<file path="config.mk">
export PLATFORM = sky130hd
export DESIGN_NAME = cmd_frame_responder
export DESIGN_NICKNAME = d
export VERILOG_FILES = /design/src/rtl/cfr_pkg.sv /design/src/rtl/cfr_rx_parse.sv /design/src/rtl/cfr_reg_issue.sv /design/src/rtl/cfr_tx_ser.sv /design/src/rtl/cmd_frame_responder.sv
export SDC_FILE = /design/constraint.sdc
export NUM_CORES = 1
export LEC_CHECK = 0
export BUFFER_PORTS_ARGS = -buffer_cell sky130_fd_sc_hd__buf_2
export CORE_AREA = 2 2 133 102
export DETAILED_ROUTE_END_ITERATION = 10
export DIE_AREA = 0 0 135 104
export GPL_ROUTABILITY_DRIVEN = 0
export GPL_TIMING_DRIVEN = 1
export PLACE_DENSITY = 0.84
export SYNTH_ARGS = -nofsm -noshare
export SYNTH_HDL_FRONTEND = slang
export SYNTH_SLANG_ARGS = --single-unit
</file>
<file path="constraint.sdc">
create_clock -name clk -period 3.8 [get_ports clk]
set_clock_uncertainty 0.15 [all_clocks]
set_input_delay 0 -clock clk [delete_from_list [all_inputs] [get_ports clk]]
set_output_delay 0 -clock clk [all_outputs]
set_load 0.01 [all_outputs]
</file>
<file path="src/rtl/cfr_pkg.sv">
package cfr_pkg;

  localparam logic [7:0] FRM_OPEN   = 8'h55;
  localparam logic [7:0] FRM_CLOSE  = 8'hAA;
  localparam logic [7:0] RSP_OPEN   = 8'hAA;
  localparam logic [7:0] RSP_CLOSE  = 8'h55;

  localparam logic [7:0] OPC_RD     = 8'h10;
  localparam logic [7:0] OPC_WR     = 8'h11;
  localparam logic [7:0] OPC_RST    = 8'h01;

  localparam logic [7:0] ST_RD_OK   = 8'h7F;
  localparam logic [7:0] ST_WR_OK   = 8'h7E;
  localparam logic [7:0] ST_RST_OK  = 8'h7D;
  localparam logic [7:0] ST_BAD_END = 8'hFD;
  localparam logic [7:0] ST_UNKNOWN = 8'hFE;

  typedef enum logic [2:0] {
    K_READ,
    K_WRITE,
    K_RESET,
    K_BADEND,
    K_UNKNOWN
  } cmd_kind_e;

  function automatic logic [7:0] status_of(cmd_kind_e k);
    case (k)
      K_READ:   return ST_RD_OK;
      K_WRITE:  return ST_WR_OK;
      K_RESET:  return ST_RST_OK;
      K_BADEND: return ST_BAD_END;
      default:  return ST_UNKNOWN;
    endcase
  endfunction

endpackage

</file>
<file path="src/rtl/cfr_rx_parse.sv">
module cfr_rx_parse
  import cfr_pkg::*;
#(
  parameter int ADDR_W = 16,
  parameter int DATA_W = 32
) (
  input  logic              clk,
  input  logic              rst_n,
  input  logic              in_valid,
  input  logic [7:0]        in_data,
  output logic              in_ready,
  input  logic              tx_done,
  output logic              cmd_valid,
  output cmd_kind_e         cmd_kind,
  output logic [ADDR_W-1:0] cmd_addr,
  output logic [DATA_W-1:0] cmd_data,
  output logic [7:0]        cmd_bad
);
  localparam int ADDR_B = ADDR_W / 8;
  localparam int DATA_B = DATA_W / 8;
  localparam int MAX_B  = (ADDR_B > DATA_B) ? ADDR_B : DATA_B;
  localparam int CNT_W  = $clog2(MAX_B + 1);

  typedef enum logic [2:0] {P_IDLE, P_OPC, P_ADDR, P_DATA, P_END, P_WAIT} pstate_e;

  pstate_e           state_q, state_d;
  logic [CNT_W-1:0]  cnt_q, cnt_d;
  cmd_kind_e         kind_q, kind_d;
  logic [ADDR_W-1:0] addr_q, addr_d;
  logic [DATA_W-1:0] data_q, data_d;
  logic [7:0]        bad_q, bad_d;
  logic              valid_q, valid_d;
  logic              take;

  assign in_ready = (state_q != P_WAIT);
  assign take     = in_valid & in_ready;

  always_comb begin
    state_d = state_q;
    cnt_d   = cnt_q;
    kind_d  = kind_q;
    addr_d  = addr_q;
    data_d  = data_q;
    bad_d   = bad_q;
    valid_d = 1'b0;
    case (state_q)
      P_IDLE: if (take && in_data == FRM_OPEN) state_d = P_OPC;
      P_OPC: if (take) begin
        cnt_d = '0;
        case (in_data)
          OPC_RD:  begin kind_d = K_READ;  state_d = P_ADDR; end
          OPC_WR:  begin kind_d = K_WRITE; state_d = P_ADDR; end
          OPC_RST: begin kind_d = K_RESET; state_d = P_END;  end
          default: begin
            kind_d  = K_UNKNOWN;
            bad_d   = in_data;
            valid_d = 1'b1;
            state_d = P_WAIT;
          end
        endcase
      end
      P_ADDR: if (take) begin
        addr_d = (addr_q << 8) | ADDR_W'(in_data);
        cnt_d  = cnt_q + 1'b1;
        if (cnt_q == CNT_W'(ADDR_B - 1)) begin
          cnt_d   = '0;
          state_d = (kind_q == K_WRITE) ? P_DATA : P_END;
        end
      end
      P_DATA: if (take) begin
        data_d = (data_q << 8) | DATA_W'(in_data);
        cnt_d  = cnt_q + 1'b1;
        if (cnt_q == CNT_W'(DATA_B - 1)) begin
          cnt_d   = '0;
          state_d = P_END;
        end
      end
      P_END: if (take) begin
        if (in_data != FRM_CLOSE) begin
          kind_d = K_BADEND;
          bad_d  = in_data;
        end
        valid_d = 1'b1;
        state_d = P_WAIT;
      end
      P_WAIT: if (tx_done) state_d = P_IDLE;
      default: state_d = P_IDLE;
    endcase
  end

  always_ff @(posedge clk or negedge rst_n) begin
    if (!rst_n) begin
      state_q <= P_IDLE;
      cnt_q   <= '0;
      kind_q  <= K_READ;
      addr_q  <= '0;
      data_q  <= '0;
      bad_q   <= '0;
      valid_q <= 1'b0;
    end else begin
      state_q <= state_d;
      cnt_q   <= cnt_d;
      kind_q  <= kind_d;
      addr_q  <= addr_d;
      data_q  <= data_d;
      bad_q   <= bad_d;
      valid_q <= valid_d;
    end
  end

  assign cmd_valid = valid_q;
  assign cmd_kind  = kind_q;
  assign cmd_addr  = addr_q;
  assign cmd_data  = data_q;
  assign cmd_bad   = bad_q;

endmodule

</file>
<file path="src/rtl/cfr_reg_issue.sv">
module cfr_reg_issue
  import cfr_pkg::*;
#(
  parameter int ADDR_W = 16,
  parameter int DATA_W = 32
) (
  input  logic              clk,
  input  logic              rst_n,
  input  logic              cmd_valid,
  input  cmd_kind_e         cmd_kind,
  input  logic [ADDR_W-1:0] cmd_addr,
  input  logic [DATA_W-1:0] cmd_data,
  input  logic [7:0]        cmd_bad,
  output logic              reg_rd,
  output logic              reg_wr,
  output logic              reg_rst,
  output logic [ADDR_W-1:0] reg_addr,
  output logic [DATA_W-1:0] reg_wdata,
  input  logic [DATA_W-1:0] reg_rdata,
  output logic              rsp_valid,
  output cmd_kind_e         rsp_kind,
  output logic [DATA_W-1:0] rsp_data,
  output logic [7:0]        rsp_bad
);
  logic              rd_q, wr_q, rst_q, rd_wait_q, rsp_valid_q;
  logic              rd_d, wr_d, rst_d, rd_wait_d, rsp_valid_d;
  logic              hold_en, cap_en;
  cmd_kind_e         kind_q;
  logic [ADDR_W-1:0] addr_q;
  logic [DATA_W-1:0] wdata_q, rdata_q;
  logic [7:0]        bad_q;

  always_comb begin
    hold_en     = cmd_valid;
    cap_en      = rd_wait_q;
    rd_d        = cmd_valid & (cmd_kind == K_READ);
    wr_d        = cmd_valid & (cmd_kind == K_WRITE);
    rst_d       = cmd_valid & (cmd_kind == K_RESET);
    rd_wait_d   = rd_q;
    rsp_valid_d = (cmd_valid & (cmd_kind != K_READ)) | rd_wait_q;
  end

  always_ff @(posedge clk or negedge rst_n) begin
    if (!rst_n) begin
      rd_q        <= 1'b0;
      wr_q        <= 1'b0;
      rst_q       <= 1'b0;
      rd_wait_q   <= 1'b0;
      rsp_valid_q <= 1'b0;
    end else begin
      rd_q        <= rd_d;
      wr_q        <= wr_d;
      rst_q       <= rst_d;
      rd_wait_q   <= rd_wait_d;
      rsp_valid_q <= rsp_valid_d;
    end
  end

  always_ff @(posedge clk or negedge rst_n) begin
    if (!rst_n) begin
      kind_q  <= K_READ;
      addr_q  <= '0;
      wdata_q <= '0;
      bad_q   <= '0;
    end else if (hold_en) begin
      kind_q  <= cmd_kind;
      addr_q  <= cmd_addr;
      wdata_q <= cmd_data;
      bad_q   <= cmd_bad;
    end
  end

  always_ff @(posedge clk or negedge rst_n) begin
    if (!rst_n)      rdata_q <= '0;
    else if (cap_en) rdata_q <= reg_rdata;
  end

  assign reg_rd    = rd_q;
  assign reg_wr    = wr_q;
  assign reg_rst   = rst_q;
  assign reg_addr  = addr_q;
  assign reg_wdata = wdata_q;
  assign rsp_valid = rsp_valid_q;
  assign rsp_kind  = kind_q;
  assign rsp_data  = rdata_q;
  assign rsp_bad   = bad_q;

endmodule

</file>
<file path="src/rtl/cfr_tx_ser.sv">
module cfr_tx_ser
  import cfr_pkg::*;
#(
  parameter int ADDR_W = 16,
  parameter int DATA_W = 32
) (
  input  logic              clk,
  input  logic              rst_n,
  input  logic              rsp_valid,
  input  cmd_kind_e         rsp_kind,
  input  logic [ADDR_W-1:0] rsp_addr,
  input  logic [DATA_W-1:0] rsp_data,
  input  logic [7:0]        rsp_bad,
  output logic              out_valid,
  output logic [7:0]        out_data,
  input  logic              out_ready,
  output logic              tx_done
);
  localparam int ADDR_B  = ADDR_W / 8;
  localparam int DATA_B  = DATA_W / 8;
  localparam int LEN_MAX = 3 + ADDR_B + DATA_B;
  localparam int IDX_W   = $clog2(LEN_MAX + 1);

  logic [7:0] addr_byte [ADDR_B];
  logic [7:0] data_byte [DATA_B];

  for (genvar g = 0; g < ADDR_B; g++) begin : g_addr_bytes
    assign addr_byte[g] = rsp_addr[ADDR_W-1-8*g -: 8];
  end
  for (genvar g = 0; g < DATA_B; g++) begin : g_data_bytes
    assign data_byte[g] = rsp_data[DATA_W-1-8*g -: 8];
  end

  function automatic logic [IDX_W-1:0] len_of(cmd_kind_e k);
    case (k)
      K_READ:  return IDX_W'(3 + ADDR_B + DATA_B);
      K_WRITE: return IDX_W'(3 + ADDR_B);
      K_RESET: return IDX_W'(3);
      default: return IDX_W'(4);
    endcase
  endfunction

  logic             active_q, active_d;
  logic [IDX_W-1:0] idx_q, idx_d, len_q, len_d;
  logic             last;
  logic             step;

  assign last    = (idx_q == len_q - 1'b1);
  assign step    = active_q & out_ready;
  assign tx_done = step & last;

  always_comb begin
    active_d = active_q;
    idx_d    = idx_q;
    len_d    = len_q;
    if (rsp_valid) begin
      active_d = 1'b1;
      idx_d    = '0;
      len_d    = len_of(rsp_kind);
    end else if (step) begin
      if (last) active_d = 1'b0;
      else      idx_d    = idx_q + 1'b1;
    end
  end

  always_ff @(posedge clk or negedge rst_n) begin
    if (!rst_n) begin
      active_q <= 1'b0;
      idx_q    <= '0;
      len_q    <= '0;
    end else begin
      active_q <= active_d;
      idx_q    <= idx_d;
      len_q    <= len_d;
    end
  end

  always_comb begin
    out_data = RSP_CLOSE;
    if (idx_q == '0) begin
      out_data = RSP_OPEN;
    end else if (last) begin
      out_data = RSP_CLOSE;
    end else if (idx_q == IDX_W'(1)) begin
      out_data = status_of(rsp_kind);
    end else if (rsp_kind == K_BADEND || rsp_kind == K_UNKNOWN) begin
      out_data = rsp_bad;
    end else begin
      for (int i = 0; i < ADDR_B; i++)
        if (idx_q == IDX_W'(2 + i)) out_data = addr_byte[i];
      for (int i = 0; i < DATA_B; i++)
        if (idx_q == IDX_W'(2 + ADDR_B + i)) out_data = data_byte[i];
    end
  end

  assign out_valid = active_q;

endmodule

</file>
<file path="src/rtl/cmd_frame_responder.sv">
module cmd_frame_responder
  import cfr_pkg::*;
#(
  parameter int ADDR_W = 16,
  parameter int DATA_W = 32
) (
  input  logic              clk,
  input  logic              rst_n,
  input  logic              in_valid,
  input  logic [7:0]        in_data,
  output logic              in_ready,
  output logic              out_valid,
  output logic [7:0]        out_data,
  input  logic              out_ready,
  output logic              reg_rd,
  output logic              reg_wr,
  output logic              reg_rst,
  output logic [ADDR_W-1:0] reg_addr,
  output logic [DATA_W-1:0] reg_wdata,
  input  logic [DATA_W-1:0] reg_rdata
);
  logic              cmd_valid, rsp_valid, tx_done;
  cmd_kind_e         cmd_kind, rsp_kind;
  logic [ADDR_W-1:0] cmd_addr;
  logic [DATA_W-1:0] cmd_data, rsp_data;
  logic [7:0]        cmd_bad, rsp_bad;

  cfr_rx_parse #(.ADDR_W(ADDR_W), .DATA_W(DATA_W)) u_parse (
    .clk       (clk),
    .rst_n     (rst_n),
    .in_valid  (in_valid),
    .in_data   (in_data),
    .in_ready  (in_ready),
    .tx_done   (tx_done),
    .cmd_valid (cmd_valid),
    .cmd_kind  (cmd_kind),
    .cmd_addr  (cmd_addr),
    .cmd_data  (cmd_data),
    .cmd_bad   (cmd_bad)
  );

  cfr_reg_issue #(.ADDR_W(ADDR_W), .DATA_W(DATA_W)) u_issue (
    .clk       (clk),
    .rst_n     (rst_n),
    .cmd_valid (cmd_valid),
    .cmd_kind  (cmd_kind),
    .cmd_addr  (cmd_addr),
    .cmd_data  (cmd_data),
    .cmd_bad   (cmd_bad),
    .reg_rd    (reg_rd),
    .reg_wr    (reg_wr),
    .reg_rst   (reg_rst),
    .reg_addr  (reg_addr),
    .reg_wdata (reg_wdata),
    .reg_rdata (reg_rdata),
    .rsp_valid (rsp_valid),
    .rsp_kind  (rsp_kind),
    .rsp_data  (rsp_data),
    .rsp_bad   (rsp_bad)
  );

  cfr_tx_ser #(.ADDR_W(ADDR_W), .DATA_W(DATA_W)) u_tx (
    .clk       (clk),
    .rst_n     (rst_n),
    .rsp_valid (rsp_valid),
    .rsp_kind  (rsp_kind),
    .rsp_addr  (reg_addr),
    .rsp_data  (rsp_data),
    .rsp_bad   (rsp_bad),
    .out_valid (out_valid),
    .out_data  (out_data),
    .out_ready (out_ready),
    .tx_done   (tx_done)
  );

endmodule

</file>
Word level (Yosys, flattened, before mapping). Cells that the tools add are included.

Add/sub/neg operators: 3. Equality and inequality tests: 38. Multiplexer cells: 49. Bitwise logic cells: 10. Reductions and logical operators: 21.

Operator list (number): 8-bit two-way mux (14); 3-bit two-way mux (17); 32-bit by 8-bit bitwise OR with 32-bit output (1); 8-bit one-hot mux with 4 select lines (1); 3-bit by 2-bit equality test with 1-bit output, second input constant (6); 3-bit one-hot mux with 3 select lines (2); 3-bit one-hot mux with 6 select lines (1); 4-bit by 3-bit equality test with 1-bit output, second input constant (4); 8-bit by 5-bit equality test with 1-bit output, second input constant (2); 2-bit by 1-bit != test with 1-bit output, second input constant (8); 16-bit by 8-bit bitwise OR with 16-bit output (1); 8-bit one-hot mux with 2 select lines (1); 3-bit by 1-bit equality test with 1-bit output, second input constant (4); 4-bit two-way mux (3); 3-bit one-hot mux with 2 select lines (2); 4-bit one-hot mux with 3 select lines (1); 3-bit equality test, second input constant (3); 3-bit zero test (3); 4-bit by 2-bit equality test with 1-bit output, second input constant (2); 8-bit by 1-bit equality test with 1-bit output, second input constant (1); 8-bit by 7-bit equality test with 1-bit output, second input constant (1); 8-bit != test, second input constant (1); 2-bit AND reduction (4); 4-bit AND reduction (2); other kinds (20) (36).

Register bits: 171. Bits of input ports: 44. Output and inout bits: 61. Word-level logic and storage cells: 141.

Depth between registers and ports, before layout. Gate-level depths: netlist (run 1).

Depth after elaboration: 11. Gate-level depth with buffers: 8. Mapped depth without buffers: 7.

By module. From an unflattened synthesis (run 1), not the netlist that was laid out.

Cell total of the unflattened synthesis: 590. Area total of the unflattened synthesis: 8105.3 µm².

Modules (own cells, without submodules): cfr_reg_issue (times used 1, cells an instance 204, area each 3900.0 µm², seq. area each 2402.3 µm²); cfr_rx_parse (times used 1, cells an instance 208, area each 2886.5 µm², seq. area each 1651.6 µm²); cfr_tx_ser (times used 1, cells an instance 178, area each 1318.8 µm², seq. area each 225.2 µm²).

Least setup slack after synthesis (run 1). No wires, ideal clock.

Path type: flip-flop to output port. From: reg u_tx.idx_q[0]. To: out out_data[1]. Data arrival time: 1.875 ns. Data required time: 3.650 ns. Setup slack: 1.775 ns. Cell stages (with the launch flop): 9. Path buffers: 1. Cells stage by stage: dfrtp_1 > inv_1 > ha_1 > or4b_1 > clkbuf_1 > clkinv_1 > a2bb2oi_1 > o31ai_1 > a2bb2oi_1.

Word-level cells in the longest chain between the ends: 11. Elaborated cells between the ends (all ways): 19. Classes of those cells: 8 x eq/ne; 10 x mux; 1 x reduce/logical.

Ends and longest elaborated chain: start, declared (RTL line cfr_tx_ser.sv:44) `logic [IDX_W-1:0] idx_q, idx_d, len_q, len_d;`; start signal, assigned (RTL line cfr_tx_ser.sv:73) `idx_q <= idx_d;`; 4-bit by 2-bit equality test with 1-bit output (RTL line cfr_tx_ser.sv:90) `if (idx_q == IDX_W'(2 + i)) out_data = addr_byte[i];`; 8-bit two-way mux (2 in a row) (RTL line cfr_tx_ser.sv:90); 8-bit two-way mux (4 in a row) (RTL line cfr_tx_ser.sv:92) `if (idx_q == IDX_W'(2 + ADDR_B + i)) out_data = data_byte[i];`; 8-bit two-way mux (RTL line cfr_tx_ser.sv:86) `end else if (rsp_kind == K_BADEND || rsp_kind == K_UNKNOWN) begin`; 8-bit two-way mux (RTL line cfr_tx_ser.sv:84) `end else if (idx_q == IDX_W'(1)) begin`; 8-bit two-way mux (RTL line cfr_tx_ser.sv:82) `end else if (last) begin`; 8-bit two-way mux (*) (RTL line cfr_tx_ser.sv:80) `if (idx_q == '0) begin`; end, declared (RTL line cmd_frame_responder.sv:13) `output logic [7:0] out_data,`.

Every way passes the cells marked *; elsewhere a longest branch is shown, timed or not.

Final worst setup path (run 1). Same ends and word-level chain as after synthesis.

==> run_summary.xml, run 1 <==
<?xml version="1.0" encoding="UTF-8"?>
<metrics>
  <group name="place">
    <metric name="placement.io_buffers" unit="">104</metric>
    <metric name="placement.cell_area" unit="µm²">8400</metric>
    <metric name="dp.cells" unit="">875</metric>
    <metric name="place.detailed.hpwl" unit="µm">12500</metric>
  </group>
  <group name="cells_and_area">
    <metric name="insertedDiodeCount" unit="">0</metric>
    <metric name="design.final.nets" unit="">819</metric>
    <metric name="final-instance-count-excl-fill" unit="">950</metric>
    <metric name="layout.core_utilization" unit="">0.735</metric>
    <metric name="layout-drive-gt1-share" unit="">0.357</metric>
    <metric name="area_growth" unit="%">21.4</metric>
    <metric name="final_area" unit="µm²">9400</metric>
  </group>
  <group name="global_routing">
    <metric name="global_route.overflow_total" unit="">0</metric>
    <metric name="global_routing_usage_on_met2" unit="">0.445</metric>
    <metric name="grtUsageTotal" unit="">0.289</metric>
    <metric name="pin_count_of_the_biggest_net_entering_global_routing" unit="">87</metric>
    <metric name="grt.busiest_layer" unit="">met2</metric>
    <metric name="grt_pass1_wl" unit="µm">31300</metric>
    <metric name="grt.met1_usage" unit="">0.393</metric>
    <metric name="grt_antenna_before_repair" unit="">0</metric>
    <metric name="grt_pass1_vias" unit="">5812</metric>
    <metric name="grtUsageMet3" unit="">0.0775</metric>
  </group>
  <group name="timing">
    <metric name="timing_worst_slew_pin_value" unit="ps">1360</metric>
    <metric name="fin_crit_sh" unit="">0.834</metric>
    <metric name="timing.final.max_slew_violations" unit="">0</metric>
    <metric name="fin_setup_tns" unit="ps">0</metric>
    <metric name="report.final.hold_viol_count" unit="">0</metric>
    <metric name="worst_slew_margin_rel" unit="">0.0923</metric>
    <metric name="fin_crit" unit="ps">3170</metric>
    <metric name="rsz0062_at_grt" unit="">false</metric>
    <metric name="setup_viol_count_final" unit="">0</metric>
    <metric name="maxClockFrequency" unit="MHz">315</metric>
    <metric name="fin_worst_hold_slack" unit="ps">30.8</metric>
  </group>
  <group name="yosys">
    <metric name="yosys-top-cells-count" unit="">dfrtp_1, mux2_2, nand2_1, nor2_1, o21ai_0</metric>
    <metric name="yosys_warnings" unit="">0</metric>
    <metric name="synth.ff_latch_count" unit="">171</metric>
    <metric name="netlist_instances" unit="">626</metric>
    <metric name="synthArstFlopShare" unit="">1.00</metric>
    <metric name="synthesis.area" unit="µm²">7740</metric>
    <metric name="synth_area_per_cell" unit="µm²">12.4</metric>
    <metric name="synthesis.nets" unit="">679</metric>
    <metric name="post-synth-top-area-fraction" unit="">0.553</metric>
    <metric name="post_synth_edffs" unit="">0</metric>
    <metric name="synth_cell_types" unit="">69</metric>
    <metric name="synth.most_common_cell" unit="">dfrtp_1</metric>
    <metric name="synth_top_area_cell" unit="">dfrtp_1</metric>
    <metric name="synth.top_cells.by_area" unit="">dfrtp_1, mux2_2, nand2_1</metric>
    <metric name="part_of_the_yosys_area_used_for_sequential_elements" unit="">0.553</metric>
    <metric name="yosys_most_used_dff" unit="">dfrtp_1</metric>
  </group>
  <group name="worst_setup_path">
    <metric name="nature_of_the_critical_path_startpoint" unit="">flip-flop</metric>
    <metric name="cp-end-kind" unit="">output port</metric>
    <metric name="cp_arrival" unit="ps">3020</metric>
    <metric name="crit_path_cell_trace" unit="">ha_1, or4b_1, clkinv_1, a2bb2oi_1, o31ai_1, a2bb2oi_1, buf_2</metric>
    <metric name="crit_type" unit="">reg -&gt; out</metric>
    <metric name="cpMostUsedCell" unit="">a2bb2oi_1</metric>
    <metric name="critPathRequiredTime" unit="ps">3650</metric>
    <metric name="critical_path.max_fanout" unit="">31</metric>
    <metric name="critical_path.max_stage_delay" unit="ps">740</metric>
    <metric name="r2r_cells" unit="">7</metric>
    <metric name="critical_path.slowest_cell" unit="">or4b_1</metric>
  </group>
  <group name="routing">
    <metric name="drt_pass1_iterations" unit="">6</metric>
    <metric name="vias_per_cell" unit="">6.14</metric>
    <metric name="vias" unit="">5833</metric>
    <metric name="detail_route.wl_per_cell" unit="µm">20.6</metric>
    <metric name="drc" unit="">0</metric>
    <metric name="route.antenna.remaining_nets" unit="">0</metric>
    <metric name="postRouteWirelength" unit="µm">19500</metric>
    <metric name="drt-initial-drc-count" unit="">632</metric>
  </group>
  <group name="clocking">
    <metric name="postCtsHoldBufs" unit="">43</metric>
    <metric name="path_clk_slew" unit="ps">70</metric>
    <metric name="clock_insertion_delay_worst_skew" unit="ps">430</metric>
    <metric name="clock_sink_count" unit="">171</metric>
    <metric name="cts.htree.levels" unit="">4</metric>
    <metric name="ctsRootBufferMaster" unit="">clkbuf_16</metric>
    <metric name="clock_buffers_created_by_tritoncts" unit="">17</metric>
    <metric name="cts_post_setup_buffers_inserted" unit="">0</metric>
    <metric name="cts_tree" unit="">built</metric>
    <metric name="cts_resized" unit="">0</metric>
    <metric name="clk_path_buf_depth" unit="">2</metric>
  </group>
  <group name="floorplan">
    <metric name="dieWidth" unit="µm">135</metric>
    <metric name="row_count" unit="">36</metric>
    <metric name="fp.dieArea" unit="µm²">14000</metric>
    <metric name="die_height" unit="µm">104</metric>
    <metric name="core_area" unit="µm²">12800</metric>
    <metric name="starting_density" unit="">0.605</metric>
    <metric name="top_level_ports" unit="">105</metric>
  </group>
  <group name="power_and_ir_drop">
    <metric name="power.leakage" unit="µW">0.00458</metric>
    <metric name="vdd_ir_drop_max" unit="mV">0.498</metric>
    <metric name="p_per_area" unit="nW/µm²">680</metric>
  </group>
  <group name="run_status">
    <metric name="status" unit="">finished clean</metric>
  </group>
  <group name="hold_path">
    <metric name="worst_hold_path_type" unit="">in -&gt; async</metric>
  </group>
  <group name="flow_run">
    <metric name="maxCapViolCount" unit="">0</metric>
  </group>
</metrics>
==> power breakdown <==
part / switching (µW) / internal [µW] / total, µW
Combinational: 1060 / 993 / 2050
Sequential: 478 / 2200 / 2680
Clock: 729 / 927 / 1660
==> path summary, 6_finish.rpt <==
| kind | start | endpoint | slack [ps] |
|---|---|---|---|
| setup / recovery | u_tx.idx_q[0] | out_data[1] | 630 |
| hold / removal | rst_n | u_issue.reg_wdata[9] | 30 |
| setup reg to reg | u_tx.len_q[0] | u_parse.state_q[2] | 1370 |
| hold reg to reg | u_issue.reg_rd | u_issue.cap_en | 250 |
| max in group asynchronous | rst_n | u_parse.cmd_valid | 2360 |
| min in group clk | reg_rdata[17] | u_issue.rsp_data[17] | 180 |
==> layout by cell type (no fill, tap or decap), types with 4 or more instances in the layout <==
master,netlist,routed
a211oi_1,4,4
a21o_1,5,5
a21oi_1,19,19
a221oi_1,4,4
buf_2,9,103
buf_4,1,9
clkbuf_16,0,17
clkinvlp_4,0,4
dfrtp_1,171,170
dlygate4sd3_1,0,43
ha_1,9,9
inv_1,21,21
mux2_1,13,13
mux2_2,117,117
mux2_4,8,8
nand2_1,42,42
nand2b_1,6,6
nand3_1,9,9
nor2_1,26,26
nor2b_1,12,12
nor3_1,5,5
o21ai_0,23,23
o21ai_1,5,5
o22ai_1,4,4
o31ai_1,6,6
xnor2_1,6,6
==> flip-flops by register name, summed over array words and instances (netlist names), 4 cells and up <==
name / cells
u_parse.cmd_data: 32
u_issue.reg_wdata: 32
u_tx.idx_q: 4
u_issue.reg_addr: 16
u_parse.cmd_bad: 8
u_parse.cmd_addr: 16
u_issue.rsp_bad: 8
u_issue.rsp_data: 32
u_tx.len_q: 4
==> through the flow <==
| stage | power [µW] | setup slack (ps) |
|---|---|---|
| finish | 6390 | 629 |
| global route | 6700 | 392 |
| CTS | 6310 | 689 |
| detailed placement | 4610 | 1190 |
| global placement | 4520 | 1280 |
| floorplan | 3980 | 1780 |
==> worst max-delay path: cells and delay by family, from the launching register on <==
family	cells	cell delay, ps
and+or+nand+nor	1	740
adders and majority gates	1	580
AOI/OAI and AO/OA	3	510
DFF	1	460
buffers and inverters	2	290
==> per-layer routing <==
layer,share of wire,up-vias
li1,-,2528
met1,0.40,2897
met2,0.47,331
met3,0.089,77
met4,0.042,0
met5,0,-
==> final cells by class <==
type	count	area, µm²
sequential	171	4280
tap	171	214
multi-input combinational	396	3230
timing repair buffer	156	1020
fill	785	3400
inverter	24	90.1
clock inverter	12	115
clock buffer	20	447
==> kinds of logic (layout without fill, tap and decap cells) <==
kind of cell / count (synthesis) / in the layout / synth area share
simple gates: 130 / 130 / 0.0866
compound gates: 110 / 110 / 0.0986
mux: 139 / 139 / 0.206
fa+ha+maj: 9 / 9 / 0.0145
xor+xnor: 8 / 8 / 0.0110
buf+inv: 59 / 212 / 0.0305
flops: 171 / 171 / 0.553
(Power assumes the default switching activity.)
==> run 2: changes to the inputs <==
--- a/config.mk
+++ b/config.mk
@@ -6,12 +6,12 @@
 export NUM_CORES = 1
 export LEC_CHECK = 0
 export BUFFER_PORTS_ARGS = -buffer_cell sky130_fd_sc_hd__buf_2
-export CORE_AREA = 2 2 133 102
+export CORE_AREA = 2 2 144 111
 export DETAILED_ROUTE_END_ITERATION = 10
-export DIE_AREA = 0 0 135 104
+export DIE_AREA = 0 0 146 113
 export GPL_ROUTABILITY_DRIVEN = 0
 export GPL_TIMING_DRIVEN = 1
-export PLACE_DENSITY = 0.84
+export PLACE_DENSITY = 0.75
 export SYNTH_ARGS = -nofsm -noshare
 export SYNTH_HDL_FRONTEND = slang
 export SYNTH_SLANG_ARGS = --single-unit
==> constraint.sdc (replaced) <==
create_clock -name clk -period 2.88 [get_ports clk]
set_clock_uncertainty 0.15 [all_clocks]
set_input_delay 0 -clock clk [delete_from_list [all_inputs] [get_ports clk]]
set_output_delay 0 -clock clk [all_outputs]
set_load 0.01 [all_outputs]
==> run_summary.xml, run 2 (synthesis results as in run 1) <==
<?xml version="1.0" encoding="UTF-8"?>
<metrics>
  <group name="run_status">
    <metric name="status" unit="">finished clean</metric>
  </group>
  <group name="cells_and_area">
    <metric name="layout.core_utilization" unit="">0.636</metric>
    <metric name="multi_input_comb_area" unit="µm²">3250</metric>
    <metric name="final_common_cell" unit="">dfrtp_1</metric>
    <metric name="area_growth" unit="%">23.5</metric>
    <metric name="final-instance-count-excl-fill" unit="">988</metric>
    <metric name="num-fill-cells" unit="">1183</metric>
    <metric name="layout-drive-gt1-share" unit="">0.368</metric>
    <metric name="top_library_cells_by_usage_in_the_layout_fill_and_taps_aside" unit="">dfrtp_1, mux2_2, buf_2, dlygate4sd3_1, nand2_1</metric>
    <metric name="design.final.nets" unit="">825</metric>
    <metric name="insertedDiodeCount" unit="">0</metric>
    <metric name="final-seq-area" unit="µm²">4280</metric>
  </group>
  <group name="clocking">
    <metric name="cts.htree.levels" unit="">4</metric>
    <metric name="clk_path_buf_depth" unit="">2</metric>
    <metric name="clock_sink_count" unit="">171</metric>
    <metric name="path_clk_slew" unit="ps">60</metric>
    <metric name="cts_tree" unit="">built</metric>
    <metric name="ctsRootBufferMaster" unit="">clkbuf_16</metric>
    <metric name="cts_post_setup_buffers_inserted" unit="">0</metric>
    <metric name="clock_insertion_delay_worst_skew" unit="ps">430</metric>
    <metric name="clock_buffers_created_by_tritoncts" unit="">17</metric>
  </group>
  <group name="worst_setup_path">
    <metric name="cp-end-kind" unit="">output port</metric>
    <metric name="crit_type" unit="">reg -&gt; out</metric>
    <metric name="cp_arrival" unit="ps">2720</metric>
    <metric name="nature_of_the_critical_path_startpoint" unit="">flip-flop</metric>
    <metric name="r2r_cells" unit="">7</metric>
    <metric name="r2r_end" unit="">u_parse.state_q[2]</metric>
    <metric name="crit-reg2reg-launch" unit="">u_tx.len_q[0]</metric>
    <metric name="crit_path_start" unit="">u_tx.idx_q[0]</metric>
    <metric name="critical_path.max_fanout" unit="">11</metric>
    <metric name="ff2ff_setup_slack" unit="ps">490</metric>
    <metric name="critPathRequiredTime" unit="ps">2730</metric>
  </group>
  <group name="timing">
    <metric name="timing_worst_slew_pin_value" unit="ps">819</metric>
    <metric name="maxClockFrequency" unit="MHz">349</metric>
    <metric name="fin_crit_sh" unit="">0.996</metric>
    <metric name="timing.final.max_slew_violations" unit="">0</metric>
    <metric name="fin_crit" unit="ps">2870</metric>
    <metric name="setup_viol_count_final" unit="">0</metric>
    <metric name="report.final.hold_viol_count" unit="">0</metric>
    <metric name="worst_slew_margin_rel" unit="">0.450</metric>
  </group>
  <group name="routing">
    <metric name="drt_pass1_iterations" unit="">8</metric>
    <metric name="route.antenna.remaining_nets" unit="">0</metric>
    <metric name="vias_per_cell" unit="">5.72</metric>
    <metric name="drt-initial-drc-count" unit="">731</metric>
    <metric name="drc" unit="">0</metric>
    <metric name="vias" unit="">5656</metric>
    <metric name="detail_route.wl_per_cell" unit="µm">19.2</metric>
    <metric name="postRouteWirelength" unit="µm">19000</metric>
  </group>
  <group name="global_routing">
    <metric name="grt_pass1_wl" unit="µm">30700</metric>
    <metric name="grt_antenna_before_repair" unit="">0</metric>
    <metric name="pin_count_of_the_biggest_net_entering_global_routing" unit="">67</metric>
    <metric name="grt_pass1_vias" unit="">5795</metric>
    <metric name="global_route.overflow_total" unit="">0</metric>
    <metric name="grtUsageTotal" unit="">0.238</metric>
  </group>
  <group name="floorplan">
    <metric name="core_area" unit="µm²">15000</metric>
    <metric name="top_level_ports" unit="">105</metric>
    <metric name="row_count" unit="">39</metric>
    <metric name="starting_density" unit="">0.515</metric>
    <metric name="die_height" unit="µm">113</metric>
    <metric name="fp.dieArea" unit="µm²">16500</metric>
    <metric name="dieWidth" unit="µm">146</metric>
  </group>
  <group name="place">
    <metric name="placement.io_buffers" unit="">104</metric>
    <metric name="dp.cells" unit="">913</metric>
    <metric name="place.detailed.hpwl" unit="µm">12700</metric>
  </group>
  <group name="power_and_ir_drop">
    <metric name="vdd_ir_drop_max" unit="mV">0.571</metric>
    <metric name="power.leakage" unit="µW">0.00464</metric>
    <metric name="p_per_area" unit="nW/µm²">887</metric>
    <metric name="p_total" unit="µW">8480</metric>
  </group>
  <group name="hold_path">
    <metric name="worstHoldPathCells" unit="">4</metric>
    <metric name="hold_path_startpoint" unit="">reg_rdata[2]</metric>
    <metric name="holdPathEnd" unit="">u_issue.rsp_data[2]</metric>
    <metric name="worst_hold_path_type" unit="">in -&gt; reg</metric>
  </group>
  <group name="flow_run">
    <metric name="maxCapViolCount" unit="">0</metric>
  </group>
</metrics>
-- run 2: worst max-delay path by stage --
stage	endpoint	slack, ps	cells past startpoint
global route	out_data[5]	-8	9
CTS	out_data[5]	60	9
detailed placement	out_data[7]	430	8
global placement	out_data[7]	540	8
floorplan	out_data[1]	860	8
finish	out_data[6]	10	8
-- run 2: final cells by class --
cell class / instances / share of cell area
well taps: 205 / 0.0268
multi-input cells: 396 / 0.340
repair buffers: 162 / 0.117
flip-flops and latches: 171 / 0.448
inverters: 24 / 0.00942
clock inverters: 8 / 0.00877
clock buffers: 22 / 0.0506
-- run 2: metrics by stage --
stage	TNS, ps	hold WS [ps]	instance area, µm²	worst slack (ps)
after floorplan	0	-446	7740	855
after global placement	0	-187	8510	542
after detailed placement	0	-185	8510	426
after CTS	0	164	9550	61.9
after global routing	-7.78	189	9560	-7.78
final	0	161	9560	11.1
-- run 2: power by group --
part / switching, µW / total, µW / internal (µW)
Clock: 933 / 2210 / 1280
Combinational: 1470 / 2830 / 1360
Sequential: 539 / 3440 / 2910
-- run 2: worst max-delay path: stages (launching register included) --
cell,delay (ps)
dfrtp_1,470
inv_1,130
ha_2,320
nor3b_1,480
nor4_1,110
o32a_1,320
o21ai_1,190
a31oi_1,110
buf_2,150
-- run 2: what timing repair did --
item / in CTS / in global routing
endpoints found under the setup margin: 2 / 6
endpoints found under the hold margin: 241 / 0
hold buffers: 45 / 0
resized for setup: 2 / 4
-- run 2: metal layers --
metal | up-vias | global-route usage | share of wire | wire (µm)
li1 | 2559 | - | - | -
met4 | 0 | 0.0900 | 0.030 | 567
met1 | 2788 | 0.335 | 0.44 | 8380
met2 | 239 | 0.357 | 0.46 | 8660
met5 | - | 0 | 0 | 0
met3 | 70 | 0.0673 | 0.072 | 1370
